## config.mk

```make
export PLATFORM = sky130hd
export DESIGN_NAME = i2s_clk_prescaler
export DESIGN_NICKNAME = d
export VERILOG_FILES = /design/src/rtl/i2sp_pkg.sv /design/src/rtl/i2sp_cfg_latch.sv /design/src/rtl/i2sp_phase_fsm.sv /design/src/rtl/i2sp_mclk_gen.sv /design/src/rtl/i2s_clk_prescaler.sv
export SDC_FILE = /design/constraint.sdc
export NUM_CORES = 1
export LEC_CHECK = 0
export CAP_MARGIN = 20
export CORE_UTILIZATION = 62
export CTS_BUF_LIST = sky130_fd_sc_hd__clkbuf_16
export DETAILED_ROUTE_END_ITERATION = 16
export HOLD_SLACK_MARGIN = 0.08
export PLACE_DENSITY = 0.85
export SLEW_MARGIN = 20
export SYNTH_ARGS = -nofsm -noshare
export SYNTH_HDL_FRONTEND = slang
export SYNTH_HIERARCHICAL = 1
export SYNTH_SLANG_ARGS = --single-unit
export TNS_END_PERCENT = 50
```

## constraint.sdc

```tcl
create_clock -name clk_i -period 9.9 [get_ports clk_i]
set_input_delay 1.485 -clock clk_i [delete_from_list [all_inputs] [get_ports clk_i]]
set_output_delay 1.485 -clock clk_i [all_outputs]
set_load 0.05 [all_outputs]
```

## src/rtl/i2sp_pkg.sv

```systemverilog
package i2sp_pkg;

    // Phases of the bit-clock generator
    typedef enum logic [1:0] {
        S_IDLE  = 2'd0,
        S_LOW   = 2'd1,
        S_HIGH  = 2'd2,
        S_FAULT = 2'd3
    } bck_state_e;

    // Smallest legal divider value
    localparam int unsigned DIV_MIN = 2;

endpackage

```

## src/rtl/i2sp_cfg_latch.sv

```systemverilog
module i2sp_cfg_latch #(
    parameter int unsigned DIV_W   = 8,
    parameter int unsigned RST_DIV = 2
) (
    input  logic             clk_i,
    input  logic             rst_ni,
    input  logic             en_i,
    input  logic [DIV_W-1:0] div_i,
    input  logic             odd_i,
    input  logic             mclk_en_i,
    output logic [DIV_W-1:0] div_q,
    output logic             odd_q,
    output logic             mclk_en_q,
    output logic             bad_q
);
    import i2sp_pkg::*;

    localparam logic [DIV_W-1:0] RST_VAL = DIV_W'(RST_DIV);

    // Settings follow the inputs only while the block is stopped
    always_ff @(posedge clk_i or negedge rst_ni) begin
        if (!rst_ni) begin
            div_q     <= RST_VAL;
            odd_q     <= 1'b0;
            mclk_en_q <= 1'b0;
        end else if (!en_i) begin
            div_q     <= div_i;
            odd_q     <= odd_i;
            mclk_en_q <= mclk_en_i;
        end
    end

    assign bad_q = (div_q < DIV_W'(DIV_MIN));


    cfg_frozen_chk: assert property (@(posedge clk_i) disable iff (!rst_ni)
        $past(en_i) |-> ($stable(div_q) && $stable(odd_q) && $stable(mclk_en_q)));

endmodule

```

## src/rtl/i2sp_phase_fsm.sv

```systemverilog
module i2sp_phase_fsm #(
    parameter int unsigned DIV_W = 8
) (
    input  logic             clk_i,
    input  logic             rst_ni,
    input  logic             en_i,
    input  logic [DIV_W-1:0] div_i,
    input  logic             odd_i,
    input  logic             bad_i,
    output logic             bclk_o,
    output logic             fall_o,
    output logic             err_o,
    output logic             run_o
);
    import i2sp_pkg::*;

    localparam int unsigned CW = DIV_W + 1;

    bck_state_e     state_q, state_d;
    logic [CW-1:0]  cnt_q, cnt_d;
    logic           fall_q, fall_d;
    logic [CW-1:0]  lo_len, hi_len, cur_len;
    logic           last;

    assign lo_len  = {1'b0, div_i};
    assign hi_len  = {1'b0, div_i} + CW'(odd_i);
    assign cur_len = (state_q == S_HIGH) ? hi_len : lo_len;
    assign last    = (cnt_q == cur_len - CW'(1));

    // State register
    always_ff @(posedge clk_i or negedge rst_ni) begin
        if (!rst_ni) begin
            state_q <= S_IDLE;
            cnt_q   <= '0;
            fall_q  <= 1'b0;
        end else begin
            state_q <= state_d;
            cnt_q   <= cnt_d;
            fall_q  <= fall_d;
        end
    end

    // Next-state logic
    always_comb begin
        state_d = state_q;
        cnt_d   = '0;
        fall_d  = 1'b0;
        unique case (state_q)
            S_IDLE: begin
                if (en_i) state_d = bad_i ? S_FAULT : S_LOW;
            end
            S_FAULT: begin
                if (!en_i) state_d = S_IDLE;
            end
            S_LOW: begin
                if (!en_i) begin
                    state_d = S_IDLE;
                end else if (last) begin
                    state_d = S_HIGH;
                end else begin
                    cnt_d = cnt_q + CW'(1);
                end
            end
            S_HIGH: begin
                if (!en_i) begin
                    state_d = S_IDLE;
                end else if (last) begin
                    state_d = S_LOW;
                    fall_d  = 1'b1;
                end else begin
                    cnt_d = cnt_q + CW'(1);
                end
            end
            default: state_d = S_IDLE;
        endcase
    end

    // Outputs
    always_comb begin
        bclk_o = 1'b0;
        err_o  = 1'b0;
        run_o  = 1'b0;
        unique case (state_q)
            S_IDLE:  ;
            S_LOW:   run_o = 1'b1;
            S_HIGH:  begin bclk_o = 1'b1; run_o = 1'b1; end
            S_FAULT: err_o = 1'b1;
            default: ;
        endcase
    end
    assign fall_o = fall_q;


    fall_edge_chk: assert property (@(posedge clk_i) disable iff (!rst_ni)
        fall_o |-> (!bclk_o && $past(bclk_o)));


    fault_cause_chk: assert property (@(posedge clk_i) disable iff (!rst_ni)
        $rose(err_o) |-> $past(bad_i));


    stop_idle_chk: assert property (@(posedge clk_i) disable iff (!rst_ni)
        !$past(en_i) |-> (!bclk_o && !fall_o && !err_o));


    phase_bound_chk: assert property (@(posedge clk_i) disable iff (!rst_ni)
        (state_q == S_HIGH) |-> (cnt_q < hi_len));

endmodule

```

## src/rtl/i2sp_mclk_gen.sv

```systemverilog
module i2sp_mclk_gen (
    input  logic clk_i,
    input  logic rst_ni,
    input  logic run_i,
    input  logic mclk_en_i,
    output logic mclk_o
);
    logic mclk_q;

    always_ff @(posedge clk_i or negedge rst_ni) begin
        if (!rst_ni)                 mclk_q <= 1'b0;
        else if (run_i && mclk_en_i) mclk_q <= ~mclk_q;
        else                         mclk_q <= 1'b0;
    end

    assign mclk_o = mclk_q;


    mclk_toggle_chk: assert property (@(posedge clk_i) disable iff (!rst_ni)
        mclk_o |=> !mclk_o);


    mclk_quiet_chk: assert property (@(posedge clk_i) disable iff (!rst_ni)
        !mclk_en_i |=> !mclk_o);

endmodule

```

## src/rtl/i2s_clk_prescaler.sv

```systemverilog
module i2s_clk_prescaler #(
    parameter int unsigned DIV_W   = 8,
    parameter int unsigned RST_DIV = 2
) (
    input  logic             clk_i,
    input  logic             rst_ni,
    input  logic             en_i,
    input  logic [DIV_W-1:0] div_i,
    input  logic             odd_i,
    input  logic             mclk_en_i,
    output logic             bclk_o,
    output logic             bclk_fall_o,
    output logic             mclk_o,
    output logic             cfg_err_o
);
    logic [DIV_W-1:0] div_q;
    logic             odd_q, mclk_en_q, bad_q, run;

    i2sp_cfg_latch #(.DIV_W(DIV_W), .RST_DIV(RST_DIV)) u_cfg (
        .clk_i     (clk_i),
        .rst_ni    (rst_ni),
        .en_i      (en_i),
        .div_i     (div_i),
        .odd_i     (odd_i),
        .mclk_en_i (mclk_en_i),
        .div_q     (div_q),
        .odd_q     (odd_q),
        .mclk_en_q (mclk_en_q),
        .bad_q     (bad_q)
    );

    i2sp_phase_fsm #(.DIV_W(DIV_W)) u_fsm (
        .clk_i  (clk_i),
        .rst_ni (rst_ni),
        .en_i   (en_i),
        .div_i  (div_q),
        .odd_i  (odd_q),
        .bad_i  (bad_q),
        .bclk_o (bclk_o),
        .fall_o (bclk_fall_o),
        .err_o  (cfg_err_o),
        .run_o  (run)
    );

    i2sp_mclk_gen u_mclk (
        .clk_i     (clk_i),
        .rst_ni    (rst_ni),
        .run_i     (run),
        .mclk_en_i (mclk_en_q),
        .mclk_o    (mclk_o)
    );


    fault_silent_chk: assert property (@(posedge clk_i) disable iff (!rst_ni)
        cfg_err_o |-> (!bclk_o && !bclk_fall_o && !mclk_o));

endmodule

```

==> results.json, run 1 <==
{
  "ys_types": 57,
  "cp-start-kind": "flop",
  "status": "finished, final reports clean",
  "crit_required_ns": 10.03,
  "cts_repair_resize_count": 0,
  "min_to": "u_cfg/mclk_en_q",
  "final_net_count": 220,
  "n_antenna_cell": 0,
  "overflow": 0,
  "start_util": 0.657,
  "gr-usage-all-layers": 0.277,
  "hold-path-cell-count": 1,
  "crit_path_max_fanout": 19,
  "hp-class": "reg -> reg",
  "crit_path_start": "u_fsm/state_q[0]",
  "ys_ff_latch": 23,
  "synth_ff_type": "dfrtp_1",
  "cts_sinks": 23,
  "async_reset_ff_frac": 1.00,
  "die_area_mm2": 0.00317,
  "intPower_w": 0.000245,
  "avgSynthCellArea_um2": 9.82,
  "syn_area_mm2": 0.00183,
  "seqPwrFrac": 0.310,
  "p_sw_w": 0.000165,
  "antenna_found_initial": 0,
  "cp-end-kind": "flop",
  "post_dp_cell_area_mm2": 0.00198,
  "syn_inst": 186,
  "port_buffers": 16,
  "place.detailed.hpwl_um": 2920,
  "vias": 1488,
  "max_freq_mhz": 254,
  "grt_max_degree": 24,
  "maxSlewHeadroom": 0.516,
  "fp.dieH_um": 56.3,
  "path_buf_inv": 1,
  "ys_warn_count": 6,
  "cap_violations": 0,
  "ant_nets": 0,
  "worst_pin_slew_ns": 0.724,
  "finalSetupTns_ns": 0,
  "avgViaCountPerCell": 6.53,
  "p_comb_frac": 0.482,
  "fin_worst_skew_ns": 0.00340,
  "reg2reg_slack_ns": 5.96,
  "area_growth_pct": 12.2,
  "synth-seq-area-share": 0.316,
  "cts_buffers": 3,
  "post-route-drc-count": 0,
  "criticalPathCategory": "reg -> reg",
  "hold_viol_final": 0,
  "grt_pass1_vias": 1485,
  "final_area_mm2": 0.00205,
  "drt_iter0_markers": 77,
  "pin_count": 17,
  "h-tree-depth": 1,
  "path_cells": "inv_1, ha_1, mux2i_1, ha_1, nand3_2, xnor3_1, or4_1, a31o_1, a221oi_2, nand3b_2, nor2_1",
  "p_per_area_mw_per_mm2": 200,
  "leakage_nw": 0.834,
  "reg2reg_from": "u_fsm/state_q[0]",
  "dr.pass1.iters": 4,
  "synth_nets": 208,
  "synth-edff-count": 0,
  "ir_drop_v": 0.000211,
  "core_mm2": 0.00278,
  "rows": 19,
  "rsz0062_at_grt": "no",
  "hold_buffers": 0,
  "post-route-period-util": 0.398,
  "slowest_stage": "ha_1",
  "layout_common_cells": "dfrtp_1, nor2_1, clkdlybuf4s50_1",
  "drive_gt1_frac": 0.112,
  "root_buffer": "clkbuf_16",
  "clk_pin_slew_ns": 0.06,
  "final_cells": 228,
  "min_from": "u_cfg/mclk_en_q",
  "power.total_w": 0.000409,
  "cts_tree": "built",
  "clockBufferDepth": 2,
  "arrival_ns": 4.07,
  "setup_violations": 0,
  "wirelength_um": 4010,
  "cpLargestDelayFamily": "simple AND/OR/NAND/NOR gates",
  "cpPeakStageDelay_ns": 0.60,
  "clkPwrFrac": 0.208,
  "finalWeightedCongestion": 0.855,
  "wl_per_cell_um": 17.6,
  "reg2reg_depth": 11,
  "swShare": 0.402,
  "postCtsSetupBuffers": 0,
  "fin_util": 0.737,
  "grt_pass1_wl_um": 6950,
  "period_needed_ns": 3.94,
  "drv_slew": 0,
  "dieWidth_um": 56.3,
  "insertion_delay_ns": 0.25,
  "dp.cells": 224,
  "timing.rr.end": "u_fsm/cnt_q[6]",
  "cp_common_cell": "ha_1",
  "final_common_cell": "dfrtp_1"
}
-- sequential cells by signal, indices dropped and copies added, names as in the netlist --
signal	cells
u_fsm/cnt_q	9
u_cfg/div_q	8
u_fsm/state_q	2
u_cfg/mclk_en_q	1
u_cfg/odd_q	1
u_fsm/fall_o	1
u_mclk/mclk_o	1
-- Yosys cell counts, types with 2 or more instances --
cell      instances  share of area
a21oi_1           2         0.0055
and3_1            2         0.0068
xnor2_1          13          0.062
nand2_1           5          0.010
mux2_2            8          0.049
nor3_1            4          0.011
xor2_1           10          0.048
o211ai_1          2         0.0082
mux2i_1           6          0.033
nor2_1           18          0.037
a31o_1            2         0.0096
dfrtp_1          22           0.30
mux2_1            2          0.012
buf_2             4          0.011
a211oi_1          5          0.021
and2_1            3          0.010
ha_1              9          0.062
and4_1            3          0.014
inv_1             6          0.012
xnor3_1           2          0.025
nand3_1           6          0.016
o21ai_0           6          0.016
or4_1             3          0.012
nand4_1           7          0.024
clkbuf_1          3         0.0062
o21a_1            2         0.0082
-- worst max-delay path by stage --
stage,endpoint,cells past startpoint
2_1_floorplan,u_fsm/state_q[1],13
3_3_place_gp,u_fsm/state_q[1],11
3_5_place_dp,u_fsm/cnt_q[2],11
4_1_cts,u_fsm/cnt_q[3],11
5_1_grt,u_fsm/cnt_q[6],11
6_report,u_fsm/cnt_q[6],11
-- area by class of cell --
cell class                 instances  area [µm²]
timing repair buffer              16         155
sequential                        23         577
fill                             203         732
inverter                           6        22.5
tap                               31        38.8
clock inverter                     1        3.75
clock buffer                       3        75.1
multi-input combinational        148        1180
-- logic make-up (layout without fill, tap and decap cells) --
kind of cell	Yosys count	after routing	share of synthesized area
adder cells (fa/ha/maj)	9	9	0.0616
AO/OA/AOI/OAI	34	34	0.141
AND/OR/NAND/NOR	64	64	0.212
buffers and inverters	15	26	0.0397
XOR/XNOR	25	25	0.135
flip-flops	23	23	0.316
multiplexers	16	16	0.0945
-- power by group through the flow --
stage               combinational (W)  sequential, W   clock, W
floorplan                    0.000151       0.000128          0
global placement             0.000184       0.000127          0
detailed placement           0.000194       0.000128          0
CTS                          0.000196       0.000127  0.0000860
global route                 0.000215       0.000129  0.0000914
finish                       0.000197       0.000127  0.0000853
-- metal layers --
metal / wire [µm] / track usage
met1: 1780 / 0.363
met2: 1970 / 0.478
met3: 190 / 0.0438
met4: 66 / 0.0767
met5: 0 / 0
-- metrics by stage --
stage	setup WS, ns	hold slack, ns
2_1_floorplan	6.16	0.468
3_3_place_gp	6.23	0.485
3_5_place_dp	6.01	0.504
4_1_cts	6.01	0.515
5_1_grt	5.72	0.546
6_report	5.96	0.518
(Power assumes the default switching activity.)
==> run 2, diff against run 1 <==
--- a/config.mk
+++ b/config.mk
@@ -6,11 +6,11 @@
 export NUM_CORES = 1
 export LEC_CHECK = 0
 export CAP_MARGIN = 20
-export CORE_UTILIZATION = 62
+export CORE_UTILIZATION = 52
 export CTS_BUF_LIST = sky130_fd_sc_hd__clkbuf_16
 export DETAILED_ROUTE_END_ITERATION = 16
 export HOLD_SLACK_MARGIN = 0.08
-export PLACE_DENSITY = 0.85
+export PLACE_DENSITY = 0.76
 export SLEW_MARGIN = 20
 export SYNTH_ARGS = -nofsm -noshare
 export SYNTH_HDL_FRONTEND = slang
==> constraint.sdc (replaced) <==
create_clock -name clk_i -period 3.5 [get_ports clk_i]
set_input_delay 0.525 -clock clk_i [delete_from_list [all_inputs] [get_ports clk_i]]
set_output_delay 0.525 -clock clk_i [all_outputs]
set_load 0.05 [all_outputs]
==> run 2 against run 1 <==
  * Via count decreased by 0.81%
  * Maximum frequency is 18% higher
  * Highest routed layer unchanged
  * Flip-flop and latch count is the same
  * Combinational power grew to 3.2 times the previous value
  * Global-route usage is 4.8 points lower
  * Worst hold slack worse by 0.28 ns
  * Core utilization fell by 9.2 points
==> results.json, run 2 (synthesis gave the netlist of run 1 again) <==
{
  "max_freq_mhz": 301,
  "die_area_mm2": 0.00375,
  "hp-class": "in -> async",
  "h-tree-depth": 1,
  "criticalPathCategory": "reg -> reg",
  "hold_viol_final": 0,
  "regArea_um2": 577,
  "place.detailed.hpwl_um": 2890,
  "path_cells": "inv_2, ha_4, mux2i_2, ha_4, nand3_2, xnor3_1, or4_1, a31o_1, a221oi_4, o21ai_2, a311oi_2",
  "avgViaCountPerCell": 6.02,
  "post-route-period-util": 0.950,
  "rsz0062_at_grt": "no",
  "largest_reg_flops": 9,
  "leakage_nw": 0.862,
  "period_needed_ns": 3.32,
  "arrival_ns": 3.48,
  "clk_pin_slew_ns": 0.06,
  "reg2reg_from": "u_fsm/state_q[0]",
  "cp-end-kind": "flop",
  "cts_buffers": 3,
  "cts_sinks": 23,
  "drt_iter0_markers": 112,
  "gr-usage-all-layers": 0.229,
  "worst_pin_slew_ns": 0.789,
  "cap_violations": 0,
  "grt_max_degree": 24,
  "p_per_area_mw_per_mm2": 569,
  "insertion_delay_ns": 0.25,
  "final_net_count": 222,
  "cpLargestDelayFamily": "compound AO/OA/AOI/OAI gates",
  "layout_common_cells": "dfrtp_1, nor2_1, clkdlybuf4s50_1",
  "cp-start-kind": "flop",
  "setup_violations": 0,
  "ir_drop_v": 0.000744,
  "fin_worst_skew_ns": 0.00502,
  "path_depth": 11,
  "dp.cells": 240,
  "crit_required_ns": 3.66,
  "regMostFlops": "u_fsm/cnt_q",
  "finalSetupTns_ns": 0,
  "cts_tree": "built",
  "maxSlewHeadroom": 0.472,
  "wl_per_cell_um": 16.6,
  "power.total_w": 0.00123,
  "rows": 21,
  "top_regs": "u_fsm/cnt_q x9, u_cfg/div_q x8, u_fsm/state_q x2",
  "fill_cells": 287,
  "reg2reg_slack_ns": 0.18,
  "crit_path_start": "u_fsm/state_q[0]",
  "cpPeakStageDelay_ns": 0.42,
  "pin_count": 17,
  "path_buf_inv": 1,
  "grt_pass1_wl_um": 6330,
  "dr.pass1.iters": 4,
  "timing.rr.end": "u_fsm/state_q[1]",
  "final_cells": 245,
  "n_antenna_cell": 0,
  "dieWidth_um": 61.3,
  "crit_end": "u_fsm/state_q[1]",
  "clockBufferDepth": 2,
  "slowest_stage": "dfrtp_1",
  "antenna_found_initial": 0,
  "start_util": 0.543,
  "root_buffer": "clkbuf_16",
  "finalWeightedCongestion": 0.905,
  "reg2reg_depth": 11,
  "drive_gt1_frac": 0.171,
  "cp_common_cell": "ha_4",
  "status": "finished, final reports clean",
  "crit_path_max_fanout": 9,
  "grt_pass1_vias": 1412,
  "fp.dieH_um": 61.3,
  "core_mm2": 0.00336,
  "multiInputGateArea_mm2": 0.00126,
  "port_buffers": 16,
  "drv_slew": 0,
  "wirelength_um": 4070,
  "post-route-drc-count": 0,
  "final_common_cell": "dfrtp_1",
  "vias": 1476,
  "overflow": 0,
  "area_growth_pct": 18.6,
  "ant_nets": 0
}
[run 2: final cells by class]
cell class                 instances  share of cell area
inverter                           6              0.0104
timing repair buffer              18              0.0785
multi-input combinational        148               0.582
sequential                        23               0.266
tap                               46              0.0266
clock inverter                     1             0.00173
clock buffer                       3              0.0346
[run 2: how the worst min path moves through the flow]
stage / end / depth (start not counted)
2_1_floorplan: u_cfg/div_q[0] / 0
3_3_place_gp: u_cfg/mclk_en_q / 1
3_5_place_dp: u_cfg/mclk_en_q / 1
4_1_cts: u_cfg/mclk_en_q / 1
6_report: u_fsm/cnt_q[7] / 1
5_1_grt: u_cfg/div_q[6] / 1
[run 2: metrics by stage]
| stage | util | area, µm² | hold WS [ns] | setup slack [ns] |
|---|---|---|---|---|
| CTS | 0.628 | 2110 | 0.510 | 0.0214 |
| global placement | 0.599 | 2010 | 0.483 | 0.0203 |
| global route | 0.644 | 2170 | 0.292 | 0.0357 |
| finish | 0.644 | 2170 | 0.238 | 0.176 |
| detailed placement | 0.599 | 2010 | 0.497 | -0.112 |
| floorplan | - | 1840 | 0.229 | 0.0142 |
[run 2: repair_timing]
action	CTS	global route
pin swaps	0	3
setup endpoints to repair	11	11
hold buffers	0	0
gates resized for setup	3	9
buffers inserted	0	1
[run 2: where the power goes]
part	switching, W	internal, W
Combinational	0.000350	0.000281
Clock	0.0000892	0.000152
Sequential	0.0000557	0.000305
[run 2: routing by layer]
layer | wire length, µm | GRT usage
met2 | 2060 | 0.399
met3 | 113 | 0.0273
met1 | 1840 | 0.301
met4 | 53 | 0.0617
met5 | 0 | 0
